File: src/rtl/e1_rx_alarm_mon.sv
module e1_rx_alarm_mon #(
  parameter int SHORT_RUN     = 255,
  parameter int LONG_RUN      = 2048,
  parameter int SIG_SLOT      = 16,
  parameter int SIG_MIN_ZEROS = 3,
  parameter int SLOT_W        = 5
) (
  input  logic              clk,
  input  logic              rst_n,
  input  logic              line_vld,
  input  logic              line_bit,
  input  logic              long_run_sel,
  input  logic              frm_vld,
  input  logic              frm_bit,
  input  logic [SLOT_W-1:0] frm_slot,
  input  logic              mf_start,
  input  logic [1:0]        irq_en,
  input  logic [1:0]        host_clr,
  output logic              los,
  output logic              sig_ais,
  output logic [1:0]        alarm_latch,
  output logic              irq_n
);
  localparam int RUN_W = $clog2(LONG_RUN + 1);
  localparam int ZC_W  = $clog2(SIG_MIN_ZEROS + 1);
  localparam logic [RUN_W-1:0]  SHORT_V = RUN_W'(SHORT_RUN);
  localparam logic [RUN_W-1:0]  LONG_V  = RUN_W'(LONG_RUN);
  localparam logic [ZC_W-1:0]   ZMIN_V  = ZC_W'(SIG_MIN_ZEROS);
  localparam logic [SLOT_W-1:0] SLOT_V  = SLOT_W'(SIG_SLOT);

  logic [RUN_W-1:0] run_cnt;
  logic [RUN_W-1:0] run_nxt;
  logic [RUN_W-1:0] run_thr;
  logic [ZC_W-1:0]  zc;
  logic             armed;
  logic             sig_zero;
  logic [1:0]       alarms, alarm_d, chg, rise, pend;

  assign run_thr  = long_run_sel ? LONG_V : SHORT_V;
  assign run_nxt  = (run_cnt == LONG_V) ? run_cnt : run_cnt + 1'b1;
  assign sig_zero = (frm_slot == SLOT_V) && !frm_bit;

  always_ff @(posedge clk) begin
    if (!rst_n) begin
      run_cnt <= '0;
      los     <= 1'b0;
    end else if (line_vld) begin
      if (line_bit) begin
        run_cnt <= '0;
        los     <= 1'b0;
      end else begin
        run_cnt <= run_nxt;
        los     <= (run_nxt >= run_thr);
      end
    end
  end

  always_ff @(posedge clk) begin
    if (!rst_n) begin
      zc      <= '0;
      armed   <= 1'b0;
      sig_ais <= 1'b0;
    end else if (frm_vld) begin
      if (mf_start) begin
        if (armed) sig_ais <= (zc < ZMIN_V);
        armed <= 1'b1;
        zc    <= sig_zero ? ZC_W'(1) : '0;
      end else if (sig_zero && zc != ZMIN_V) begin
        zc <= zc + 1'b1;
      end
    end
  end

  assign alarms = {sig_ais, los};
  assign chg    = alarms ^ alarm_d;
  assign rise   = alarms & ~alarm_d;

  always_ff @(posedge clk) begin
    if (!rst_n) begin
      alarm_d     <= '0;
      pend        <= '0;
      alarm_latch <= '0;
    end else begin
      alarm_d     <= alarms;
      pend        <= chg | (pend & ~host_clr);
      alarm_latch <= rise | (alarm_latch & ~host_clr) | (alarms & host_clr);
    end
  end

  assign irq_n = ~|(pend & irq_en);
endmodule


File: config.mk
export PLATFORM = sky130hd
export DESIGN_NAME = e1_rx_alarm_mon
export DESIGN_NICKNAME = d
export VERILOG_FILES = /design/src/rtl/e1_rx_alarm_mon.sv
export SDC_FILE = /design/constraint.sdc
export NUM_CORES = 1
export LEC_CHECK = 0
export CAP_MARGIN = 20
export CORE_MARGIN = 1.5
export CORE_UTILIZATION = 53
export DETAILED_ROUTE_END_ITERATION = 6
export GPL_ROUTABILITY_DRIVEN = 1
export MAX_ROUTING_LAYER = met4
export PLACE_DENSITY_LB_ADDON = 0.25
export SYNTH_ARGS = -nofsm -noshare
export SYNTH_HDL_FRONTEND = slang
export SYNTH_SLANG_ARGS = --single-unit
File: constraint.sdc
create_clock -name clk -period 2.75 [get_ports clk]
set_clock_uncertainty 0.05 [all_clocks]
set_input_delay 0.55 -clock clk [delete_from_list [all_inputs] [get_ports clk]]
set_output_delay 0.55 -clock clk [all_outputs]
set_load 0.02 [all_outputs]
After elaboration in Yosys (flattened, before gate mapping)
Cells that the tools add are included.

storage, ports and cells
  flip-flop bits (word level) = 23
  input bits = 17
  logic and storage cells = 42

operators by class
  add/sub/neg operators = 2
  magnitude comparators = 2
  eq/ne operators = 3
  muxes and demuxes = 7
  bitwise operators = 11
  reduce and logical (&&, ||, !) cells = 9

operator list
  cell                   number
  $mux 12                3
  $add 12x1->12 const B  1
  $eq 12x12->1 const B   1
  $ge 12x12->1           1
  $and 2x2->2            5
  $or 2x2->2             3
  $eq 5x5->1 const B     1
  $mux 2                 2
  $not 2->2              2
  $reduce_and 2->1       2
  $reduce_and 3->1       1
  $add 2x1->2 const B    1
  $logic_and 1x1->1      2
  $logic_not 1->1        2
  $lt 2x2->1 const B     1
  $mux 1                 2
  $ne 2x2->1 const B     1
  $reduce_bool 2->1      1
  $reduce_or 2->1        1
  $xor 2x2->2            1

Depth between registers and ports, before layout
Gate-level depths: netlist of the first run.

  depth after elaboration = 5
  depth in mapped cells = 13
  depth with buffers taken out = 12

Least setup slack after synthesis of the first run
Ideal clock, no wire load.

  path type = register -> register
  start point = register run_cnt[0]
  end point = register los
  arrival time = 2.371 ns
  data required time = 2.571 ns
  setup slack = 0.200 ns
  cell stages (with the launch flop) = 14
  period minus slack after synthesis = 2.550 ns
  cells stage by stage = dfxtp_1 -> inv_1 -> ha_1 -> nor4b_1 -> nand3_1 -> buf_2 -> nand2_1 -> xnor2_1 -> ha_1 -> o21a_1 -> o21ai_0 -> a221oi_1 -> a2111oi_1 -> o211ai_2

between the ends
  longest elaborated chain between the ends = 4

ends and longest elaborated chain
  element                                        RTL line  text
  start: declaration                             31        logic [RUN_W-1:0] run_cnt;
  start signal: assignment                       52        run_cnt <= run_nxt;
  $add 12x1->12 or $eq 12x12->1 (tied branches)  40        assign run_nxt = (run_cnt == LONG_V) ? run_cnt : run_cnt + 1'b1;
  $mux 12 *                                      40
  $ge 12x12->1 *                                 53        los <= (run_nxt >= run_thr);
  $mux 1 *                                       48        if (line_bit) begin
  end signal: assignment                         53
  end: declaration                               19        output logic los,

Mark *: on every way between the ends. The rest lies on a longest branch, timed or not.
A chain may end at the register's enable or synchronous reset.

Worst setup path in the final report of the first run
Ends and elaborated chain as after synthesis.

==> metrics.md, run 1 <==
| Metric | Value |
|---|---|
| Status | `finished clean` |
| CTS tree | `yes` |
| I/O pins | `22` |
| N_diodes | `0` |
| Worst vdd ir | `0.366 mV` |
| Initial Util | `57.4%` |
| Dpl cells | `215` |
| FP Rows | `18` |
| # H-tree levels | `1` |
| Count of non-filler cells in the finished layout | `219` |
| First-pass GRT wire length | `5990 um` |
| Final setup fails | `0` |
| Initial antenna violation count | `0` |
| Main synth FF type | `dfxtp_1` |
| Routed wire length | `3420 um` |
| Slew Limit Headroom | `66.6%` |
| Post-synth EDFFs | `0` |
| Fmax | `403 MHz` |
| Final hold vios | `0` |
| Crit-path max FO | `10` |
| Port bufs | `21` |
| Register area share after synthesis | `31.8%` |
| Final Cycle Share | `90.3%` |
| Top cells by area, synth | `dfxtp_1 (32%), ha_1 (12%), o21ai_0 (5.9%)` |
| Worst Hold Path EP | `pend[0]` |
| Maximum root-to-sink buffer count | `2` |
| Final #Nets | `221` |
| P_leak | `0.653 nW` |
| # hold bufs at CTS | `0` |
| Clk root buf | `clkbuf_4` |
| Cell mode on critical path | `ha_1` |
| CP Cell Sequence | `inv_1 -> ha_1 -> nor4b_4 -> nand3_1 -> buf_4 -> nand2_1 -> o21ai_0 -> ha_1 -> nor4_1 -> a221oi_1 -> a2111oi_2 -> o211ai_2` |
| CTS buffer count | `3` |
| Layout cells sized above 1 | `11.1%` |
| P&R area growth vs syn | `19.9%` |
| Drt drc | `0` |
| Worst flop-to-flop path endpoint | `los` |
| Largest net degree at the start of global routing | `14` |
| Power per Cell Area | `337 mW/mm^2` |
| Yosys top cell by area | `dfxtp_1` |
| Setup crit end kind | `flip-flop` |
| Iteration-0 DRC Markers | `55` |
| Reg2reg setup slack | `0.27 ns` |
| Worst endpoint data arrival time | `2.65 ns` |
| Final min period | `2.48 ns` |
| Vias in the first global route | `1351` |
| Max-cap viol count | `0` |
| Worst setup path startpoint | `run_cnt[0]` |
| Avg Inst Size Synth | `8.62 um^2` |
| Die Area | `0.00305 mm^2` |
| Routed vias/inst | `6.15` |
| Hold path depth | `2` |
| Total track usage | `24.4%` |
| Worst Tran Pin Value | `0.500 ns` |
| Top delay family on crit path | `simple AND/OR/NAND/NOR gates` |
| First-pass DRT Iterations | `4` |
| Synth Register Bits | `23` |
| CP bufs+invs | `2` |
| Synth unique cells | `46` |
| Worst skew pair latency | `0.32 ns` |
| Max stage delay on crit path | `0.38 ns` |
| R2r worst-path depth | `12` |
| Width of the die | `55.3 um` |
| Crit Path Category | `reg -> reg` |
| Core area | `0.00252 mm^2` |
| Slowest library cell on the worst path | `dfxtp_2` |
| Worst Hold Launch | `pend[0]` |
| GR Overflow Total | `0` |
| Startpoint Class | `flip-flop` |
| Unrepaired setup endpoints after global routing | `no` |
| Synthesized area | `0.00145 mm^2` |
| Clock transition at the registers of the reported paths | `0.13 ns` |
| Hold Path Class | `reg -> reg` |
| Async set-reset flop share out of synthesis | `0%` |
| Syn_nets | `199` |
| Yosys warnings | `0` |
| Max-slew violations | `0` |
| Critical Path RT | `2.92 ns` |
| Fin Setup TNS | `0 ns` |
| Antenna-violating nets left | `0` |
| Mapped Cells | `168` |
| Avg WL per Cell | `15.6 um` |
| RR Startpoint | `run_cnt[0]` |
| Gp weighted congestion | `0.986` |
| Synth top area share | `31.8%` |
| Vias post-DR | `1347` |
| Dpl hpwl | `2600 um` |
| # Post-CTS Setup Buffers | `0` |
| Die Y | `55.3 um` |
| TritonCTS Sinks | `23` |
[Yosys cell counts, types with 4 or more instances]
cell / number
nor2_1: 4
xnor2_1: 9
ha_1: 14
nand2b_1: 4
nand3_1: 8
buf_2: 4
inv_1: 10
a21boi_0: 4
o21ai_0: 17
a21oi_1: 4
nand2_1: 14
o31ai_1: 5
dfxtp_1: 23
[worst max-delay path by stage]
stage                     end  cells past startpoint
after floorplan           los                     13
after global placement    los                      7
after detailed placement  los                     12
after CTS                 los                     12
after global routing      los                     12
final                     los                     12
[layout by cell type (no fill, tap or decap), drive strengths merged, types with 2 or more instances in the layout]
master and n:
nor2 4, dfxtp 23, nor2b 3, and4 2, nor4b 2, nor3 3, o21ai 17, nand2b 4
buf 4, nor3b 2, a21boi 4, a31oi 2, inv 10, clkbuf 3, clkdlybuf4s50 21, a21oi 4
a22o 2, o31ai 5, a31o 2, o211ai 2, xnor2 10, nand4 2, nand3 9, o21a 3
nand2 14, or4 2, and2 3, ha 14
[sequential cells by signal, summed over array words and instances, names as in the netlist]
name         count
zc               2
alarm_latch      2
sig_ais          1
alarm_d          2
run_cnt         12
los              1
pend             2
armed            1
[worst register-to-register path, stage by stage, from the launching register on]
cell and delay [ns]:
dfxtp_2 0.38, inv_1 0.09, ha_1 0.16, nor4b_4 0.20, nand3_1 0.15, buf_4 0.20
nand2_1 0.07, o21ai_0 0.09, ha_1 0.20, nor4_1 0.28, a221oi_1 0.14, a2111oi_2 0.27
o211ai_2 0.10
[repair_timing]
action / CTS / global route
endpoints found under the setup margin: 1 / 1
resized for setup: 0 / 4
pin swaps: 1 / 1
[area by class of cell]
type,instances,area (um^2)
multi-input cells,127,931
fillers,200,787
flip-flops and latches,23,462
repair buffers,25,240
inverters,10,37.5
well taps,30,37.5
clock buffers,3,22.5
clock inverters,1,5.00
[through the flow]
| stage | area, um^2 | util, % | setup WS [ns] | power, mW | hold WS, ns |
|---|---|---|---|---|---|
| final | 1740 | 68.8 | 0.267 | 0.584 | 0.447 |
| after CTS | 1710 | 68.0 | 0.00430 | 0.586 | 0.452 |
| after detailed placement | 1690 | 66.9 | -0.0425 | 0.428 | 0.433 |
| after global placement | 1690 | 66.9 | 0.190 | 0.424 | 0.421 |
| after floorplan | 1450 | - | 0.200 | 0.384 | 0.406 |
| after global routing | 1740 | 68.8 | 0.0207 | 0.614 | 0.476 |
[cell families after synthesis]
logic type / Yosys count / share of synthesized area [%]
xor+xnor: 10 / 6.57
buf+inv: 18 / 5.27
mux: 1 / 0.778
compound gates: 48 / 22.5
fa+ha+maj: 14 / 12.1
simple gates: 54 / 21.0
flops: 23 / 31.8
[routing by layer]
| layer | vias up | GRT usage [%] | part of all wire [%] |
|---|---|---|---|
| met1 | 624 | 30.4 | 43 |
| met3 | 12 | 4.22 | 7.8 |
| met2 | 61 | 38.4 | 46 |
| li1 | 650 | - | - |
| met5 | - | - | 0 |
| met4 | 0 | 11.5 | 2.7 |
[power breakdown]
group	switching [mW]	total, mW	internal (mW)	leakage, nW
sequential	0.00441	0.343	0.338	0.186
combinational	0.0366	0.0809	0.0444	0.449
clock	0.106	0.161	0.0545	0.0177
Power figures use the tool's default switching activity.
==> inputs of run 2 (changes only) <==
--- a/config.mk
+++ b/config.mk
@@ -5,7 +5,7 @@
 export SDC_FILE = /design/constraint.sdc
 export NUM_CORES = 1
 export LEC_CHECK = 0
-export CAP_MARGIN = 20
+export ABC_CLOCK_PERIOD_IN_PS = 2400
 export CORE_MARGIN = 1.5
 export CORE_UTILIZATION = 53
 export DETAILED_ROUTE_END_ITERATION = 6
==> constraint.sdc (replaced) <==
create_clock -name clk -period 2.4 [get_ports clk]
set_clock_uncertainty 0.05 [all_clocks]
set_input_delay 0.48 -clock clk [delete_from_list [all_inputs] [get_ports clk]]
set_output_delay 0.48 -clock clk [all_outputs]
set_load 0.02 [all_outputs]
==> metrics.md, run 2 (synthesis results as in run 1) <==
| Metric | Value |
|---|---|
| Die Area | `0.00305 mm^2 (unchanged)` |
| Critical Path RT | `2.56 ns (was 2.92 ns)` |
| First-pass GRT wire length | `5730 um (was 5990 um)` |
| Crit Path Category | `reg -> reg (unchanged)` |
| Largest register FFs | `12 (unchanged)` |
| Failing checks | `negative setup slack` |
| TritonCTS Sinks | `23 (unchanged)` |
| Final setup fails | `1 (was 0)` |
| Worst Hold Launch | `pend[1] (was pend[0])` |
| Final #Nets | `238 (was 221)` |
| FP Rows | `18 (unchanged)` |
| Most flop-heavy register | `run_cnt (unchanged)` |
| Fmax | `416 MHz (was 403 MHz)` |
| Clk network pwr share | `27.5% (about the same)` |
| Largest net degree at the start of global routing | `14 (unchanged)` |
| Status | `finished with violations (was finished clean)` |
| Clk root buf | `clkbuf_4 (unchanged)` |
| CP bufs+invs | `0 (was 2)` |
| Routed wire length | `3740 um (was 3420 um)` |
| Max stage delay on crit path | `0.37 ns (was 0.38 ns)` |
| # hold bufs at CTS | `0 (unchanged)` |
| Final hold slack | `0.438 ns (was 0.447 ns)` |
| GR Overflow Total | `0 (unchanged)` |
| Final Cycle Share | `100% (was 90.3%)` |
| Worst skew pair latency | `0.32 ns (about the same)` |
| Initial antenna violation count | `0 (unchanged)` |
| Routed vias/inst | `5.93 (was 6.15)` |
| Multi-input gate area | `981 um^2 (was 931 um^2)` |
| RR Startpoint | `run_cnt[10] (was run_cnt[0])` |
| Slowest library cell on the worst path | `nor4b_2 (was dfxtp_2)` |
| Final core occ | `76.0% (was 68.8%)` |
| First-pass DRT Iterations | `4 (unchanged)` |
| Internal | `0.508 mW (was 0.437 mW)` |
| Worst setup path startpoint | `run_cnt[10] (was run_cnt[0])` |
| Gp weighted congestion | `0.933 (was 0.986)` |
| Max-cap viol count | `0 (unchanged)` |
| Antenna-violating nets left | `0 (unchanged)` |
| Die Y | `55.3 um (unchanged)` |
| Setup crit end kind | `flip-flop (unchanged)` |
| I/O pins | `22 (unchanged)` |
| N_diodes | `0 (unchanged)` |
| Fillcell total | `173 (was 200)` |
| Vias post-DR | `1400 (was 1347)` |
| Final min period | `2.40 ns (was 2.48 ns)` |
| CTS tree | `yes (unchanged)` |
| Net Sw Power | `0.176 mW (was 0.147 mW)` |
| Unrepaired setup endpoints after global routing | `yes (was no)` |
| Iteration-0 DRC Markers | `58 (was 55)` |
| Dpl hpwl | `2810 um (was 2600 um)` |
| Port bufs | `21 (unchanged)` |
| CP Cell Sequence | `nor4b_2 -> nand3_2 -> nand2_2 -> xnor2_2 -> ha_1 -> o21a_1 -> o21ai_2 -> a221oi_2 -> a2111oi_2 -> o211ai_2 (was inv_1 -> ha_1 -> nor4b_4 -> nand3_1 -> buf_4 -> nand2_1 -> o21ai_0 -> ha_1 -> nor4_1 -> a221oi_1 -> a2111oi_2 -> o211ai_2)` |
| Avg WL per Cell | `15.8 um (was 15.6 um)` |
| Drt drc | `0 (unchanged)` |
| Seq pwr share | `57.3% (was 58.7%)` |
| P&R area growth vs syn | `32.5% (was 19.9%)` |
| P_leak | `0.759 nW (was 0.653 nW)` |
| Total track usage | `24.2% (was 24.4%)` |
| Maximum root-to-sink buffer count | `2 (unchanged)` |
| Slew Limit Headroom | `69.5% (was 66.6%)` |
| CTS buffer count | `3 (unchanged)` |
| Worst endpoint data arrival time | `2.56 ns (was 2.65 ns)` |
| Initial Util | `57.4% (unchanged)` |
| Post-route setup slack | `-0.00357 ns (was 0.267 ns)` |
| Final hold vios | `0 (unchanged)` |
| Crit-path max FO | `2 (was 10)` |
| Top delay family on crit path | `compound AO/OA/AOI/OAI gates (was simple AND/OR/NAND/NOR gates)` |
| Max-slew violations | `0 (unchanged)` |
| Share of power burned in combinational logic | `15.2% (was 13.8%)` |
| Worst vdd ir | `0.563 mV (was 0.366 mV)` |
| Vias in the first global route | `1280 (was 1351)` |
| Startpoint Class | `flip-flop (unchanged)` |
| Core area | `0.00252 mm^2 (unchanged)` |
| Width of the die | `55.3 um (unchanged)` |
| Layout cells sized above 1 | `23.8% (was 11.1%)` |
| Clock transition at the registers of the reported paths | `0.13 ns (about the same)` |
| Power per Cell Area | `356 mW/mm^2 (was 337 mW/mm^2)` |
| Register area | `463 um^2 (was 462 um^2)` |
| # H-tree levels | `1 (unchanged)` |
| Worst Tran Pin Value | `0.457 ns (was 0.500 ns)` |
| Hold Path Class | `reg -> reg (unchanged)` |
| Sw Share | `25.8% (was 25.2%)` |
| Commonest cells after routing, fill and taps aside | `dfxtp_1 (21), clkdlybuf4s50_1 (21), buf_4 (20) (was dfxtp_1 (22), clkdlybuf4s50_1 (21), o21ai_0 (17))` |
## run 2: changes by cell type in the layout (fill, tap and decap cells not counted), sizes merged
cell and delta:
buf +17
## run 2: worst paths after layout
check,end,slack (ns),depth (start not counted)
max,los,-0.004,10
min,pend[1],0.44,2
max reg2reg,los,-0.004,10
min reg2reg,pend[1],0.44,2
## run 2: metal layers
layer	up-vias	GRT usage (%)	share of wire [%]
met3	8	6.32	7.4
met5	-	-	0
met2	47	40.5	49
li1	687	-	-
met1	658	30.8	42
met4	0	2.09	1.4
## run 2: cell type report
type                            count  area share (%)
Sequential cell                    23            24.1
Tap cell                           30            1.96
Clock buffer                        3            1.17
Inverter                           10            1.96
Timing Repair Buffer               42            19.4
Clock inverter                      1           0.261
Multi-Input combinational cell    127            51.1
## run 2: power by group through the flow
stage	sequential [mW]	combinational, mW	clock, mW
2_1_floorplan	0.403	0.0385	0
3_3_place_gp	0.399	0.0909	0
3_5_place_dp	0.400	0.0958	0
4_1_cts	0.391	0.0965	0.192
5_1_grt	0.393	0.114	0.209
6_report	0.392	0.104	0.188
## run 2: metrics by stage
stage	cells	instance area [um^2]	power [mW]	setup slack [ns]	setup TNS, ns
floorplan	168	1460	0.441	0.0234	0
global placement	229	1800	0.490	0.0334	0
detailed placement	229	1800	0.496	-0.169	-0.169
CTS	233	1840	0.679	0.0333	0
global route	236	1920	0.715	-0.140	-0.140
finish	236	1920	0.684	-0.00357	-0.00357
## run 2: worst min-delay path: cells and delay by family (launching register included)
kind,cells,cell delay [ns]
AOI/OAI and AO/OA,1,0.07
DFF,1,0.33
and+or+nand+nor,1,0.06
## run 2: what timing repair did
item	in CTS	in global routing
setup buffers	0	3
resized for setup	2	14
setup endpoints to repair	1	1
pin swaps	0	9
==> inputs of run 3 (changes only) <==
--- a/config.mk
+++ b/config.mk
@@ -10,8 +10,10 @@
 export CORE_UTILIZATION = 53
 export DETAILED_ROUTE_END_ITERATION = 6
 export GPL_ROUTABILITY_DRIVEN = 1
+export GPL_TIMING_DRIVEN = 0
 export MAX_ROUTING_LAYER = met4
 export PLACE_DENSITY_LB_ADDON = 0.25
+export SKIP_CTS_REPAIR_TIMING = 1
 export SYNTH_ARGS = -nofsm -noshare
 export SYNTH_HDL_FRONTEND = slang
 export SYNTH_SLANG_ARGS = --single-unit
==> metrics.md, run 3 (synthesis results as in run 1) <==
| Metric | Value |
|---|---|
| Status | `finished with violations (unchanged)` |
| Failing checks | `negative setup slack (unchanged)` |
| Fillcell total | `182 (was 173)` |
| Core area | `0.00252 mm^2 (unchanged)` |
| I/O pins | `22 (unchanged)` |
| Largest net degree at the start of global routing | `14 (unchanged)` |
| Avg WL per Cell | `14.7 um (was 15.8 um)` |
| Worst skew pair latency | `0.32 ns (about the same)` |
| Worst Hold Path EP | `pend[1] (unchanged)` |
| Clk root buf | `clkbuf_4 (unchanged)` |
| Vias post-DR | `1393 (was 1400)` |
| TritonCTS Sinks | `23 (unchanged)` |
| Worst Tran Pin Value | `0.507 ns (was 0.457 ns)` |
| CTS tree | `yes (unchanged)` |
| Die Area | `0.00305 mm^2 (unchanged)` |
| Dpl hpwl | `2390 um (was 2810 um)` |
| Power per Cell Area | `361 mW/mm^2 (was 356 mW/mm^2)` |
| Clock transition at the registers of the reported paths | `0.13 ns (about the same)` |
| Worst flop-to-flop path endpoint | `los (unchanged)` |
| Routed wire length | `3350 um (was 3740 um)` |
| Gp weighted congestion | `0.896 (was 0.933)` |
| Max-cap viol count | `0 (unchanged)` |
| Worst endpoint data arrival time | `2.75 ns (was 2.56 ns)` |
| Worst vdd ir | `0.497 mV (was 0.563 mV)` |
| Most flop-heavy register | `run_cnt (unchanged)` |
| Total track usage | `22.1% (was 24.2%)` |
| Startpoint Class | `flip-flop (unchanged)` |
| FP Rows | `18 (unchanged)` |
| # H-tree levels | `1 (unchanged)` |
| Setup crit end kind | `flip-flop (unchanged)` |
| WL met2 | `1680 um (was 1850 um)` |
| N_diodes | `0 (unchanged)` |
| Crit Path Category | `reg -> reg (unchanged)` |
| Critical Path RT | `2.56 ns (about the same)` |
| Worst Hold Launch | `pend[1] (unchanged)` |
| Hold Path Class | `reg -> reg (unchanged)` |
| Drt drc | `0 (unchanged)` |
| CP Cell Sequence | `nor4b_4 -> nand3_2 -> buf_6 -> nand2_4 -> xnor2_2 -> ha_1 -> o21a_1 -> o21ai_2 -> a221oi_2 -> a2111oi_4 -> o211ai_2 (was nor4b_2 -> nand3_2 -> nand2_2 -> xnor2_2 -> ha_1 -> o21a_1 -> o21ai_2 -> a221oi_2 -> a2111oi_2 -> o211ai_2)` |
| Final hold vios | `0 (unchanged)` |
| R2r worst-path depth | `11 (was 10)` |
| Width of the die | `55.3 um (unchanged)` |
| Commonest cells after routing, fill and taps aside | `dfxtp_1 (21), clkdlybuf4s50_1 (21), o21ai_0 (15) (was dfxtp_1 (21), clkdlybuf4s50_1 (21), buf_4 (20))` |
| Port bufs | `21 (unchanged)` |
| Vias in the first global route | `1289 (was 1280)` |
| Slowest library cell on the worst path | `dfxtp_1 (was nor4b_2)` |
| P&R area growth vs syn | `28.8% (was 32.5%)` |
| Final min period | `2.59 ns (was 2.40 ns)` |
| DP Worst Slack | `-0.418 ns (was -0.169 ns)` |
| Initial antenna violation count | `0 (unchanged)` |
| Antenna-violating nets left | `0 (unchanged)` |
| Post-route setup slack | `-0.192 ns (was -0.00357 ns)` |
| CTS buffer count | `3 (unchanged)` |
| Hold path depth | `2 (unchanged)` |
| Top delay family on crit path | `compound AO/OA/AOI/OAI gates (unchanged)` |
| CP bufs+invs | `1 (was 0)` |
| Met1 wire length | `1400 um (was 1560 um)` |
| Die Y | `55.3 um (unchanged)` |
| Pwr Total | `0.673 mW (was 0.684 mW)` |
| Routed length on met3 | `208 um (was 276 um)` |
| Final #Nets | `229 (was 238)` |
| Max-slew violations | `0 (unchanged)` |
| First-pass DRT Iterations | `6 (was 4)` |
| First-pass GRT wire length | `5400 um (was 5730 um)` |
| Unrepaired setup endpoints after global routing | `yes (unchanged)` |
| P_leak | `0.702 nW (was 0.759 nW)` |
| Fmax | `386 MHz (was 416 MHz)` |
| Slew Limit Headroom | `66.1% (was 69.5%)` |
| Final setup fails | `1 (unchanged)` |
| Reg2reg setup slack | `-0.19 ns (was -0.004 ns)` |
| Layout cells sized above 1 | `18.3% (was 23.8%)` |
| GR Overflow Total | `0 (unchanged)` |
| Crit-path max FO | `8 (was 2)` |
| Critical path depth | `11 (was 10)` |
| Maximum root-to-sink buffer count | `2 (unchanged)` |
| Initial Util | `57.4% (unchanged)` |
| Largest register FFs | `12 (unchanged)` |
| Routed vias/inst | `6.14 (was 5.93)` |
| RR Startpoint | `run_cnt[6] (was run_cnt[10])` |
| Iteration-0 DRC Markers | `46 (was 58)` |
| Max layer used | `met4 (unchanged)` |
| Final Cycle Share | `108% (was 100%)` |
| Max stage delay on crit path | `0.44 ns (was 0.37 ns)` |
==> run 3: changes by cell type in the layout (fill, tap and decap cells not counted), moves of 2 or more <==
cell      before  now
buf_4         20    6
inv_2          2    0
dfxtp_4        0    2
buf_2          0    2
inv_4          0    2
clkbuf_1       0    3
dfxtp_2        2    0
==> run 3: report_power, final <==
part | switching (mW) | total (mW) | internal, mW
Clock | 0.119 | 0.181 | 0.0624
Sequential | 0.00412 | 0.390 | 0.386
Combinational | 0.0459 | 0.101 | 0.0551
==> run 3: layout make-up <==
class                      count  area, um^2  share of cell area (%)
clock buffer                   3        22.5                    1.21
sequential                    23         468                    25.1
multi-input combinational    127        1000                    53.7
inverter                      10        42.5                    2.28
buffer                         6        35.0                    1.88
tap                           30        37.5                    2.01
clock inverter                 1        5.00                   0.268
timing repair buffer          27         253                    13.6
==> run 3: per-layer routing <==
metal  track usage [%]  vias to the layer above
li1                  -                      671
met2              37.4                       62
met4              5.23                        0
met3              5.15                        9
met5                 -                        -
met1              26.7                      651
==> run 3: metrics by stage <==
step | hold slack (ns) | util [%] | cells | setup TNS, ns | instance area, um^2
after global routing | 0.467 | 73.9 | 227 | -0.306 | 1860
after global placement | 0.422 | 67.8 | 219 | -0.304 | 1710
after floorplan | 0.406 | - | 168 | 0 | 1460
after CTS | 0.446 | 68.8 | 223 | -0.464 | 1740
after detailed placement | 0.428 | 67.8 | 219 | -0.418 | 1710
final | 0.443 | 73.9 | 227 | -0.192 | 1860
==> run 3: worst max path at each step <==
| stage | startpoint | to | slack [ns] |
|---|---|---|---|
| after floorplan | run_cnt[0] | los | 0.02 |
| after global placement | run_cnt[0] | los | -0.30 |
| after detailed placement | run_cnt[0] | los | -0.42 |
| after CTS | run_cnt[0] | los | -0.46 |
| after global routing | run_cnt[6] | los | -0.31 |
| final | run_cnt[6] | los | -0.19 |
==> run 3: worst min-delay path: stages, from the launching register on <==
cell and delay, ns:
dfxtp_1 0.33, nand2b_1 0.06, a21boi_0 0.07
